**src/rtl/clkctl_pkg.sv**
```systemverilog
package clkctl_pkg;
  localparam int REG_W = 32;
  localparam int RNG_W = 4;

  localparam int B_XT_EN   = 0;
  localparam int B_XT_RDY  = 1;
  localparam int B_XT_BYP  = 2;
  localparam int B_SUP     = 3;
  localparam int B_PLL_EN  = 4;
  localparam int B_PLL_RDY = 5;
  localparam int B_HI_EN   = 8;
  localparam int B_HI_RDY  = 9;
  localparam int B_HI_KEEP = 10;
  localparam int B_HI_AUTO = 11;
  localparam int B_MS_EN   = 16;
  localparam int B_MS_RDY  = 17;
  localparam int B_MS_LOCK = 18;
  localparam int B_MS_RSEL = 19;
  localparam int B_RNG_LO  = 20;

  localparam logic [RNG_W-1:0] RANGE_MAX = 4'd11;
  localparam logic [RNG_W-1:0] RANGE_RST = 4'd6;

  // source index order used for all per-source arrays
  typedef enum logic [1:0] {SRC_MS = 2'd0, SRC_HI = 2'd1, SRC_XT = 2'd2, SRC_PLL = 2'd3} src_e;
  localparam int N_SRC = 4;
  localparam int N_OSC = 3;

  function automatic int en_pos(input int idx);
    case (idx)
      0: return B_MS_EN;
      1: return B_HI_EN;
      2: return B_XT_EN;
      default: return B_PLL_EN;
    endcase
  endfunction

  function automatic logic range_ok(input logic [RNG_W-1:0] v);
    return v <= RANGE_MAX;
  endfunction

  // a source is busy if it drives the system clock or feeds the PLL that does
  function automatic logic src_busy(input int idx, input logic [1:0] sys, input logic [1:0] pref);
    logic direct, via_pll;
    direct  = (sys == 2'(idx));
    via_pll = (idx < 3) && (sys == 2'(SRC_PLL)) && (pref == 2'(idx));
    return direct || via_pll;
  endfunction

  function automatic logic [RNG_W-1:0] pick_range(input logic sel,
                                                  input logic [RNG_W-1:0] sw_rng,
                                                  input logic [RNG_W-1:0] sb_rng);
    return sel ? sw_rng : sb_rng;
  endfunction
endpackage

```
**src/rtl/clkctl_en_bit.sv**
```systemverilog
module clkctl_en_bit (
  input  logic clk,
  input  logic rst_n,
  input  logic hw_clear,
  input  logic hw_set,
  input  logic wr_en,
  input  logic wr_bit,
  input  logic in_use,
  output logic en_q
);
  logic sw_next;
  // a busy source keeps its enable when software writes 0
  assign sw_next = wr_bit | (in_use & en_q);

  always_ff @(posedge clk or negedge rst_n) begin
    if (!rst_n)        en_q <= 1'b0;
    else if (hw_clear) en_q <= 1'b0;
    else if (hw_set)   en_q <= 1'b1;
    else if (wr_en)    en_q <= sw_next;
  end
endmodule

```
**src/rtl/clkctl_rdy_track.sv**
```systemverilog
module clkctl_rdy_track #(
  parameter int DROP_TICKS = 6
) (
  input  logic clk,
  input  logic rst_n,
  input  logic en,
  input  logic stable,
  input  logic tick,
  output logic rdy_q
);
  localparam int CW = $clog2(DROP_TICKS + 1);
  localparam logic [CW-1:0] LAST = CW'(DROP_TICKS - 1);

  logic [CW-1:0] cnt_q;
  logic          draining;
  logic          drop_now;

  assign draining = !en && rdy_q;
  assign drop_now = draining && tick && (cnt_q == LAST);

  always_ff @(posedge clk or negedge rst_n) begin
    if (!rst_n) begin
      rdy_q <= 1'b0;
      cnt_q <= '0;
    end else if (en) begin
      rdy_q <= stable;
      cnt_q <= '0;
    end else if (drop_now) begin
      rdy_q <= 1'b0;
      cnt_q <= '0;
    end else if (draining && tick) begin
      cnt_q <= cnt_q + 1'b1;
    end
  end
endmodule

```
**src/rtl/clkctl_ms_cfg.sv**
```systemverilog
module clkctl_ms_cfg
  import clkctl_pkg::*;
(
  input  logic             clk,
  input  logic             rst_n,
  input  logic             wr_en,
  input  logic             wr_rsel,
  input  logic             wr_lock,
  input  logic [RNG_W-1:0] wr_range,
  input  logic             ms_en,
  input  logic             ms_rdy,
  input  logic             lsx_on,
  input  logic             lsx_rdy,
  input  logic             lsx_fail,
  input  logic [RNG_W-1:0] stby_range,
  output logic             rsel_q,
  output logic             lock_q,
  output logic [RNG_W-1:0] range_q,
  output logic [RNG_W-1:0] range_act
);
  logic starting;
  logic range_take;
  logic lock_kill;
  logic lock_ok;

  assign starting   = ms_en && !ms_rdy;
  assign range_take = wr_en && range_ok(wr_range) && !starting;
  assign lock_kill  = !lsx_on || lsx_fail;
  assign lock_ok    = lsx_on && lsx_rdy;

  always_ff @(posedge clk or negedge rst_n) begin
    if (!rst_n) begin
      rsel_q  <= 1'b0;
      lock_q  <= 1'b0;
      range_q <= RANGE_RST;
    end else begin
      if (wr_en && wr_rsel) rsel_q <= 1'b1;
      if (range_take) range_q <= wr_range;
      if (lock_kill)                 lock_q <= 1'b0;
      else if (wr_en && !wr_lock)    lock_q <= 1'b0;
      else if (wr_en && lock_ok)     lock_q <= 1'b1;
    end
  end

  assign range_act = pick_range(rsel_q, range_q, stby_range);
endmodule

```
**src/rtl/clkctl_reg.sv**
```systemverilog
module clkctl_reg
  import clkctl_pkg::*;
#(
  parameter int DROP_TICKS = 6
) (
  input  logic             clk,
  input  logic             rst_n,
  input  logic             wr_en,
  input  logic [REG_W-1:0] wr_data,
  output logic [REG_W-1:0] rd_data,
  input  logic             lp_enter,
  input  logic             lp_exit_stop,
  input  logic             lp_exit_deep,
  input  logic             wake_sel,
  input  logic [1:0]       sys_src,
  input  logic [1:0]       pll_ref,
  input  logic             xt_fail,
  input  logic             lsx_on,
  input  logic             lsx_rdy,
  input  logic             lsx_fail,
  input  logic             ms_stable,
  input  logic             hi_stable,
  input  logic             xt_stable,
  input  logic             pll_lock,
  input  logic             ms_tick,
  input  logic             hi_tick,
  input  logic             xt_tick,
  input  logic [RNG_W-1:0] stby_range,
  output logic             ms_osc_en,
  output logic             hi_osc_en,
  output logic             xt_osc_en,
  output logic             pll_osc_en,
  output logic             mon_en,
  output logic [RNG_W-1:0] ms_range_act
);
  // named events, also observed by the bound checker
  logic [N_SRC-1:0] en_q;
  logic [N_SRC-1:0] src_used;
  logic [N_SRC-1:0] hw_set;
  logic [N_OSC-1:0] osc_stable;
  logic [N_OSC-1:0] osc_tick;
  logic [N_OSC-1:0] rdy_q;
  logic             stop_q;
  logic             byp_q;
  logic             sup_q;
  logic             keep_q;
  logic             auto_q;
  logic             fail_seen_q;
  logic             pll_rdy_q;
  logic             rsel_q;
  logic             lock_q;
  logic [RNG_W-1:0] range_q;
  logic             byp_take;
  logic             wake_ms;
  logic             wake_hi;
  logic             unused_wr;

  assign wake_ms = lp_exit_deep || (lp_exit_stop && !wake_sel) || xt_fail;
  assign wake_hi = lp_exit_stop && (wake_sel || auto_q);
  assign hw_set  = {1'b0, 1'b0, wake_hi, wake_ms};

  assign osc_stable = {xt_stable, hi_stable, ms_stable};
  assign osc_tick   = {xt_tick, hi_tick, ms_tick};

  generate
    for (genvar i = 0; i < N_SRC; i++) begin : g_en
      localparam int POS = en_pos(i);
      assign src_used[i] = src_busy(i, sys_src, pll_ref);
      clkctl_en_bit u_en (
        .clk      (clk),
        .rst_n    (rst_n),
        .hw_clear (lp_enter),
        .hw_set   (hw_set[i]),
        .wr_en    (wr_en),
        .wr_bit   (wr_data[POS]),
        .in_use   (src_used[i]),
        .en_q     (en_q[i])
      );
    end
    for (genvar k = 0; k < N_OSC; k++) begin : g_rdy
      clkctl_rdy_track #(.DROP_TICKS(DROP_TICKS)) u_rdy (
        .clk    (clk),
        .rst_n  (rst_n),
        .en     (en_q[k]),
        .stable (osc_stable[k]),
        .tick   (osc_tick[k]),
        .rdy_q  (rdy_q[k])
      );
    end
  endgenerate

  clkctl_ms_cfg u_ms (
    .clk        (clk),
    .rst_n      (rst_n),
    .wr_en      (wr_en),
    .wr_rsel    (wr_data[B_MS_RSEL]),
    .wr_lock    (wr_data[B_MS_LOCK]),
    .wr_range   (wr_data[B_RNG_LO +: RNG_W]),
    .ms_en      (en_q[SRC_MS]),
    .ms_rdy     (rdy_q[SRC_MS]),
    .lsx_on     (lsx_on),
    .lsx_rdy    (lsx_rdy),
    .lsx_fail   (lsx_fail),
    .stby_range (stby_range),
    .rsel_q     (rsel_q),
    .lock_q     (lock_q),
    .range_q    (range_q),
    .range_act  (ms_range_act)
  );

  assign byp_take = wr_en && !en_q[SRC_XT];

  always_ff @(posedge clk or negedge rst_n) begin
    if (!rst_n) begin
      stop_q      <= 1'b0;
      byp_q       <= 1'b0;
      sup_q       <= 1'b0;
      keep_q      <= 1'b0;
      auto_q      <= 1'b0;
      fail_seen_q <= 1'b0;
      pll_rdy_q   <= 1'b0;
    end else begin
      if (lp_enter)                          stop_q <= 1'b1;
      else if (lp_exit_stop || lp_exit_deep) stop_q <= 1'b0;
      if (byp_take) byp_q <= wr_data[B_XT_BYP];
      if (wr_en && wr_data[B_SUP]) sup_q <= 1'b1;
      if (wr_en) begin
        keep_q <= wr_data[B_HI_KEEP];
        auto_q <= wr_data[B_HI_AUTO];
      end
      if (xt_fail) fail_seen_q <= 1'b1;
      pll_rdy_q <= pll_lock;
    end
  end

  always_comb begin
    rd_data                       = '0;
    rd_data[B_XT_EN]              = en_q[SRC_XT];
    rd_data[B_XT_RDY]             = rdy_q[SRC_XT];
    rd_data[B_XT_BYP]             = byp_q;
    rd_data[B_SUP]                = sup_q;
    rd_data[B_PLL_EN]             = en_q[SRC_PLL];
    rd_data[B_PLL_RDY]            = pll_rdy_q;
    rd_data[B_HI_EN]              = en_q[SRC_HI];
    rd_data[B_HI_RDY]             = rdy_q[SRC_HI];
    rd_data[B_HI_KEEP]            = keep_q;
    rd_data[B_HI_AUTO]            = auto_q;
    rd_data[B_MS_EN]              = en_q[SRC_MS];
    rd_data[B_MS_RDY]             = rdy_q[SRC_MS];
    rd_data[B_MS_LOCK]            = lock_q;
    rd_data[B_MS_RSEL]            = rsel_q;
    rd_data[B_RNG_LO +: RNG_W]    = range_q;
  end

  assign unused_wr = ^{wr_data[31:24], wr_data[15:12], wr_data[7:6],
                       wr_data[B_XT_RDY], wr_data[B_PLL_RDY], wr_data[B_HI_RDY], wr_data[B_MS_RDY]};

  assign ms_osc_en  = en_q[SRC_MS];
  assign hi_osc_en  = en_q[SRC_HI] || (keep_q && stop_q);
  assign xt_osc_en  = en_q[SRC_XT];
  assign pll_osc_en = en_q[SRC_PLL];
  assign mon_en     = sup_q && rdy_q[SRC_XT] && !fail_seen_q;
endmodule

```
**config.mk**
```make
export PLATFORM = sky130hd
export DESIGN_NAME = clkctl_reg
export DESIGN_NICKNAME = d
export VERILOG_FILES = /design/src/rtl/clkctl_pkg.sv /design/src/rtl/clkctl_en_bit.sv /design/src/rtl/clkctl_rdy_track.sv /design/src/rtl/clkctl_ms_cfg.sv /design/src/rtl/clkctl_reg.sv
export SDC_FILE = /design/constraint.sdc
export NUM_CORES = 1
export LEC_CHECK = 0
export ABC_AREA = 1
export BUFFER_PORTS_ARGS = -buffer_cell sky130_fd_sc_hd__buf_2
export CORE_UTILIZATION = 47
export DETAILED_ROUTE_END_ITERATION = 7
export HOLD_SLACK_MARGIN = 0.15
export MAX_ROUTING_LAYER = met4
export PLACE_DENSITY = 0.85
export REMOVE_ABC_BUFFERS = 1
export SETUP_SLACK_MARGIN = 0.15
export SKIP_LAST_GASP = 1
export SYNTH_ARGS = -nofsm -noshare
export SYNTH_HDL_FRONTEND = slang
export SYNTH_SLANG_ARGS = --single-unit
export TNS_END_PERCENT = 5
```
**constraint.sdc**
```tcl
create_clock -name clk -period 2.1 [get_ports clk]
set_input_delay 0.42 -clock clk [delete_from_list [all_inputs] [get_ports clk]]
set_output_delay 0.42 -clock clk [all_outputs]
set_load 0.1 [all_outputs]
```
==> results.rst, run 1 <==
.. list-table::
   :header-rows: 1

   * - Metric
     - Value
   * - Status
     - completed
   * - Placement Rows
     - 21
   * - Overall routing resource usage
     - 18.6%
   * - First-pass iteration count of the detailed router
     - 4
   * - Maximum achievable frequency
     - 539 MHz
   * - Detailed-route wire length
     - 3.27 mm
   * - Number of enable flip-flop cells after synthesis
     - 0
   * - Wire length on met2
     - 1.47 mm
   * - Core area
     - 3420 um^2
   * - Clk Latency, worst-skew pair
     - 320 ps
   * - Share of the synthesized area in the top cell type
     - 39.2%
   * - FF+latch area
     - 728 um^2
   * - Endpoint of the lowest-slack register-to-register path
     - g_rdy[2].u_rdy.cnt_q[1]
   * - Shortest clock period the worst path allows after layout
     - 1860 ps
   * - Worst hold path stage count
     - 1
   * - Post-Syn Instances
     - 220
   * - Fraction of final layout cells with drive strength greater than 1
     - 31.2%
   * - Worst vdd rail ir drop
     - 545 uV
   * - Setup Total Neg Slack
     - 0 ps
   * - First-pass GRT wire length
     - 5.57 mm
   * - Count of buffer and inverter cells on the critical path
     - 2
   * - Routed met3 length
     - 256 um
   * - Library cell used as clock root buffer
     - clkbuf_4
   * - DIE AREA
     - 3910 um^2
   * - Synthesized area per cell
     - 7.84 um^2
   * - Final-layout fill cell count
     - 315
   * - Primary FF master, synth
     - dfrtp_1
   * - Maximum cell stage delay along the critical path
     - 440 ps
   * - Switching pwr
     - 0.928 mW
   * - Relative contribution of sequential cells to total power
     - 36.2%
   * - Post-CTS Setup Inserts
     - 0
   * - Antenna diodes
     - 0
   * - Post-detailed-route wirelength per cell
     - 10.1 um
   * - Sequence of cells on the critical path
     - inv_1 -> nand2_1 -> nand2_1 -> buf_2
   * - Die height
     - 62.6 um
   * - Power density cells
     - 934 nW/um^2
   * - Relative slew margins
     - 56.8%
   * - TritonCTS buffer count
     - 5
   * - Total of max-cap violations
     - 0
   * - Endpoints failing setup
     - 0
   * - Drt initial violations
     - 48
   * - CTS tree
     - yes
   * - Internal power consumption
     - 0.961 mW
   * - Clock Path Buffers
     - 2
   * - Worst setup slack after placement
     - 600 ps
   * - Sequential cell area fraction in the yosys report
     - 42.2%
   * - Number of unique standard cell types used by synthesis
     - 26
   * - Reg-to-reg startpoint
     - g_en[2].u_en.en_q
   * - Number of storage elements in the synthesis netlist
     - 29
   * - Static Leak
     - 1.21 nW
   * - Proportion of power drawn by combinational gates
     - 43.4%
   * - Via count of the routed design
     - 1461
   * - Type of element launching the critical path
     - register
   * - Class of the most critical setup path
     - reg2out
   * - Start point of the critical path
     - u_ms.rsel_q
   * - Endpoint class of the critical path
     - output pin
   * - Count of pins over their slew limit
     - 0
   * - Total power
     - 1.89 mW
   * - Pin count of the biggest net entering global routing
     - 30
   * - Starting density of the core
     - 50.5%
   * - TritonCTS Sinks
     - 29
   * - Master of the slowest instance on the critical path
     - dfrtp_1
   * - RSZ-0062 raised after global routing
     - yes
   * - Worst min path class
     - in2reg
   * - Top layer used by detailed routing
     - met4
   * - Horizontal die dimension
     - 62.6 um
   * - HPWL after detailed placement
     - 2.48 mm
   * - Worst hold slack across all endpoints
     - 202 ps
   * - Depth of the most critical reg-to-reg path
     - 6
   * - Arrival time at the worst endpoint
     - 1440 ps
   * - Remaining number of nets flagged by the antenna check after routing
     - 0
   * - Number of nets in the final layout
     - 342
   * - Fraction of the core area covered by cells at the end of the flow
     - 59.2%
   * - Final WS setup
     - 244 ps
   * - CP Capture Point
     - ms_range_act[1]
   * - Area of combinational cells with multiple inputs
     - 707 um^2
   * - Top area cells in the synthesized netlist
     - dfrtp_1 (39%), nand2_1 (13%), buf_4 (12%)
   * - Clock transition time at the flip-flop clock pins of the worst setup and hold paths
     - 90 ps
   * - Final hold violations
     - 0
   * - Worst-margin pin slew
     - 648 ps
   * - H-tree levels
     - 2
   * - Number of cells on the critical path
     - 4
   * - Ratio of final minimum period to clock period
     - 88.4%
   * - Worst-path maximum fanout
     - 6
   * - Largest delay contributor family on the critical path
     - buffers and inverters
   * - Overflow after GRT
     - 0
   * - Routed met1 length
     - 1.51 mm
   * - Crit path required time
     - 1680 ps
   * - Clock Power Share
     - 20.4%
   * - Top cell by count, worst path
     - nand2_1
   * - Count of pins on the block boundary
     - 99
   * - Clock Skews
     - 7.70 ps
   * - Synth area leader
     - dfrtp_1
   * - Switching portion of total power
     - 49.1%
   * - Buffers on Ports
     - 66
   * - Async set-reset flop share out of synthesis
     - 100%
   * - Via count of the first global-routing pass
     - 1309
   * - Global placer's final weighted congestion
     - 0.774
   * - Yosys warning count
     - 0
   * - Layout area overhead
     - 17.3%
   * - Mapped cell area
     - 1720 um^2
   * - Routed via count divided by cell count
     - 4.50
   * - Remaining design rule violation count
     - 0
   * - Antenna violations before repair
     - 0
   * - Worst reg-to-reg setup slack
     - 990 ps
## cell families after synthesis
| logic type | after synthesis | synth area share [%] |
|---|---|---|
| and+or+nand+nor | 97 | 24.4 |
| DFF | 29 | 42.2 |
| buffers and inverters | 60 | 19.6 |
| adders and majority gates | 6 | 4.35 |
| AOI/OAI and AO/OA | 24 | 7.69 |
| other | 1 | 0.217 |
| xor gates and xnor gates | 3 | 1.52 |
## what timing repair did
action,CTS,global route
resized for setup,0,1
endpoints found under the hold margin,27,0
hold buffers,1,0
setup endpoints to repair,0,3
## synth_stat cells, drive strengths merged, types with 2 or more instances
| cell | count |
|---|---|
| nand2 | 62 |
| buf | 29 |
| nand3 | 9 |
| dfstp | 2 |
| a21oi | 3 |
| nand4 | 7 |
| ha | 6 |
| o21ai | 19 |
| xor2 | 3 |
| inv | 31 |
| nor2 | 16 |
| dfrtp | 27 |
| or2 | 2 |
## flip-flops by register name, indices dropped and copies added, names as in the netlist
signal,cells
sup_q,1
byp_q,1
fail_seen_q,1
g_rdy.u_rdy.rdy_q,3
pll_rdy_q,1
g_rdy.u_rdy.cnt_q,9
u_ms.rsel_q,1
stop_q,1
g_en.u_en.en_q,4
u_ms.range_q,4
auto_q,1
u_ms.lock_q,1
keep_q,1
## worst min path at each step
| stage | start | to |
|---|---|---|
| after detailed placement | rst_n | g_rdy[2].u_rdy.rdy_q |
| after global routing | pll_lock | pll_rdy_q |
| after global placement | rst_n | g_rdy[2].u_rdy.rdy_q |
| after floorplan | rst_n | auto_q |
| final | pll_lock | pll_rdy_q |
| after CTS | pll_lock | pll_rdy_q |
## cell type report
type / count / share of cell area (%)
Clock buffer: 7 / 3.22
Inverter: 31 / 5.75
Timing Repair Buffer: 67 / 17.0
Sequential cell: 29 / 36.0
Tap cell: 46 / 2.85
Multi-Input combinational cell: 144 / 35.0
Clock inverter: 1 / 0.248
## power by group through the flow
stage	Clock (mW)	Combinational, mW	Sequential, mW
after floorplan	0	0.378	0.986
after global placement	0	0.808	0.693
after detailed placement	0	0.819	0.696
after CTS	0.401	0.821	0.685
after global routing	0.427	0.872	0.697
final	0.385	0.819	0.684
## metrics by stage
step	instances	instance area (um^2)
after floorplan	204	1550
after global placement	316	1940
after detailed placement	316	1940
after CTS	325	2020
after global routing	325	2020
final	325	2020
## cells in the final DEF, fill, tap and decap left out, drive strengths merged, types with 3 or more instances in the layout
cell type / count
inv: 31
nand4: 7
o21ai: 19
a21oi: 3
dfrtp: 27
xor2: 3
conb: 14
buf: 65
clkbuf: 8
nand3: 9
nor2: 16
nand2: 62
ha: 6
## worst register-to-register path: cells and delay by family (launching register included)
family	cells	cell delay, ps
buf+inv	1	140
simple gates	5	410
flops	1	470
## layer usage
layer  GRT usage (%)  vias up
met5               -        -
li1                -      759
met2            27.7       63
met1            24.3      634
met3            5.29        5
met4            6.10        0
Note: power is estimated with default switching activity, not from simulation.
==> run 2, diff against run 1 <==
--- a/config.mk
+++ b/config.mk
@@ -7,6 +7,7 @@
 export LEC_CHECK = 0
 export ABC_AREA = 1
 export BUFFER_PORTS_ARGS = -buffer_cell sky130_fd_sc_hd__buf_2
+export CORE_MARGIN = 2
 export CORE_UTILIZATION = 47
 export DETAILED_ROUTE_END_ITERATION = 7
 export HOLD_SLACK_MARGIN = 0.15
==> run 2 against run 1 <==
- clock skew fell by 3.1 ps
- non-clock buffer count fell by 1
- cell area rose by 1.1%
- clock power rose by 30%
- flip-flop and latch count did not move
- die area rose by 6.5%
- final cell count rose by 0.31%
- combinational power barely moved
- sequential share of layout area fell by 0.37 points
- first-iteration DRC count fell by 27%
- clock-buffer cell count did not move
- largest power group unchanged
==> results.rst, run 2 (synthesis results as in run 1) <==
.. list-table::
   :header-rows: 1

   * - Metric
     - Value
   * - Status
     - completed
   * - Static Leak
     - 1.22 nW (+0.70%)
   * - Horizontal die dimension
     - 64.6 um (+3.2%)
   * - Via count of the first global-routing pass
     - 1326 (+1.3%)
   * - Relative slew margins
     - 57.2% (+0.36 points)
   * - Count of buffer and inverter cells on the critical path
     - 2 (unchanged)
   * - DIE AREA
     - 4170 um^2 (+6.5%)
   * - Dpl cell area
     - 1940 um^2 (+0.13%)
   * - Most frequent standard cell in the layout excluding fill and tap cells
     - buf_2
   * - Crit path required time
     - 1680 ps (about the same)
   * - TritonCTS buffer count
     - 5 (unchanged)
   * - Worst min path class
     - in2async
   * - Class of the most critical setup path
     - reg2out
   * - Reg-to-reg startpoint
     - g_en[2].u_en.en_q
   * - Ratio of final minimum period to clock period
     - 86.7% (-1.7 points)
   * - Antenna diodes
     - 0 (unchanged)
   * - Total of max-cap violations
     - 0 (unchanged)
   * - HPWL after detailed placement
     - 2.69 mm (+8.6%)
   * - Worst-path maximum fanout
     - 6 (unchanged)
   * - Overall routing resource usage
     - 17.9% (-0.66 points)
   * - Routed via count divided by cell count
     - 4.57 (+1.7%)
   * - Library cell used as clock root buffer
     - clkbuf_8
   * - Largest delay contributor family on the critical path
     - buffers and inverters
   * - Post-detailed-route wirelength per cell
     - 10.4 um (+3.0%)
   * - Master of the slowest instance on the critical path
     - dfrtp_1
   * - Final hold violations
     - 0 (unchanged)
   * - Arrival time at the worst endpoint
     - 1400 ps (-40 ps)
   * - Clock Skews
     - 4.55 ps (-3.15 ps)
   * - Maximum achievable frequency
     - 549 MHz (+2.0%)
   * - Shortest clock period the worst path allows after layout
     - 1820 ps (-36.0 ps)
   * - Pin count of the biggest net entering global routing
     - 30 (unchanged)
   * - Top cell by count, worst path
     - nand2_1
   * - Depth of the most critical reg-to-reg path
     - 6 (unchanged)
   * - Post-CTS Setup Inserts
     - 0 (unchanged)
   * - Non-filler instance count after layout
     - 326 (+0.31%)
   * - Sequence of cells on the critical path
     - inv_1 -> nand2_1 -> nand2_1 -> buf_2
   * - Worst hold slack across all endpoints
     - 162 ps (-39.8 ps)
   * - Clk Latency, worst-skew pair
     - 280 ps (-40 ps)
   * - First-pass iteration count of the detailed router
     - 4 (unchanged)
   * - Count of pins over their slew limit
     - 0 (unchanged)
   * - TritonCTS Sinks
     - 29 (unchanged)
   * - Remaining design rule violation count
     - 0 (unchanged)
   * - Remaining number of nets flagged by the antenna check after routing
     - 0 (unchanged)
   * - Detailed-route wire length
     - 3.38 mm (+3.3%)
   * - Starting density of the core
     - 47.8% (-2.7 points)
   * - Clock transition time at the flip-flop clock pins of the worst setup and hold paths
     - 60 ps (-30 ps)
   * - Count of pins on the block boundary
     - 99 (unchanged)
   * - Placement Rows
     - 22 (+4.8%)
   * - Endpoint class of the critical path
     - output pin
   * - Worst vdd rail ir drop
     - 530 uV (-2.6%)
   * - Resized Gates After CTS
     - 0 (unchanged)
   * - Layout area overhead
     - 18.5%
   * - Worst-margin pin slew
     - 642 ps (-5.33 ps)
   * - CTS tree
     - yes
   * - Antenna violations before repair
     - 0 (unchanged)
   * - Largest reg by FF count
     - g_rdy.u_rdy.cnt_q
   * - Worst setup slack after placement
     - 570 ps (-30.2 ps)
   * - Leading cell types in the layout, fill and taps excluded
     - buf_2 (66), nand2_1 (62), inv_1 (27), dfrtp_1 (27), o21ai_0 (16)
   * - Setup Total Neg Slack
     - 0 ps (unchanged)
   * - Final WS setup
     - 280 ps (+36.0 ps)
   * - Regs by FF count
     - g_rdy.u_rdy.cnt_q x9, g_en.u_en.en_q x4, u_ms.range_q x4
   * - Drt initial violations
     - 35 (-27%)
   * - Placed instance count
     - 318 (+0.63%)
   * - Global placer's final weighted congestion
     - 0.839 (+8.4%)
   * - Worst reg-to-reg setup slack
     - 970 ps (-20 ps)
   * - Post-CTS Hold Fix Bufs
     - 0 (-1)
   * - Number of nets in the final layout
     - 341 (-0.29%)
   * - Power density cells
     - 983 nW/um^2 (+5.3%)
   * - Core area
     - 3610 um^2 (+5.6%)
   * - First-pass GRT wire length
     - 5.57 mm (unchanged)
   * - Endpoints failing setup
     - 0 (unchanged)
   * - Fraction of final layout cells with drive strength greater than 1
     - 31.3% (+0.11 points)
   * - RSZ-0062 raised after global routing
     - no
   * - H-tree levels
     - 2 (unchanged)
   * - Clock Path Buffers
     - 2 (unchanged)
   * - Number of flip-flops in the largest register
     - 9 (unchanged)
   * - Via count of the routed design
     - 1491 (+2.1%)
   * - Die height
     - 64.6 um (+3.2%)
   * - Endpoint of the lowest-slack register-to-register path
     - g_rdy[2].u_rdy.cnt_q[1]
   * - Buffers on Ports
     - 66 (unchanged)
   * - Design area
     - 2040 um^2 (+1.1%)
   * - Type of element launching the critical path
     - register
   * - Maximum cell stage delay along the critical path
     - 430 ps (about the same)
   * - Overflow after GRT
     - 0 (unchanged)
==> run 2: layout make-up <==
cell class | instances | area [um^2]
clock buffer | 7 | 96.3
clock inverter | 1 | 5.00
fill | 349 | 1560
inverter | 31 | 116
multi-input combinational | 144 | 707
sequential | 29 | 728
tap | 48 | 60.1
timing repair buffer | 66 | 330
==> run 2: power by group <==
| part | total, mW | switching [mW] | internal, mW |
|---|---|---|---|
| Combinational | 0.821 | 0.683 | 0.138 |
| Clock | 0.501 | 0.205 | 0.296 |
| Sequential | 0.687 | 0.0580 | 0.630 |
==> run 2: worst register-to-register path, cell delays in order, from the launching register on <==
cell	delay, ps
dfrtp_1	460
inv_2	140
nand3_2	100
nor2_1	150
nor2_1	60
nand3_1	60
nand2_1	50
==> run 2: worst max-delay path by stage <==
| stage | start | end | slack (ps) | cells after the start |
|---|---|---|---|---|
| after global routing | u_ms.rsel_q | ms_range_act[3] | 190 | 4 |
| after detailed placement | u_ms.rsel_q | ms_range_act[2] | 570 | 4 |
| after global placement | u_ms.rsel_q | ms_range_act[0] | 580 | 4 |
| final | u_ms.rsel_q | ms_range_act[2] | 280 | 4 |
| after floorplan | keep_q | hi_osc_en | -1470 | 2 |
| after CTS | u_ms.rsel_q | ms_range_act[0] | 260 | 4 |
==> run 2: layer usage <==
layer	share of wire, %	global-route usage [%]	vias to the layer above
met5	0	-	-
met3	6.3	6.42	5
met4	0.68	4.79	0
met1	44	20.4	672
met2	49	30.1	49
li1	-	-	765
==> run 2: per-stage QoR <==
| step | power, mW | util, % |
|---|---|---|
| finish | 2.01 | 56.7 |
| global route | 2.13 | 56.7 |
| CTS | 2.03 | 56.7 |
| detailed placement | 1.52 | 53.9 |
| global placement | 1.50 | 53.9 |
| floorplan | 1.36 | - |
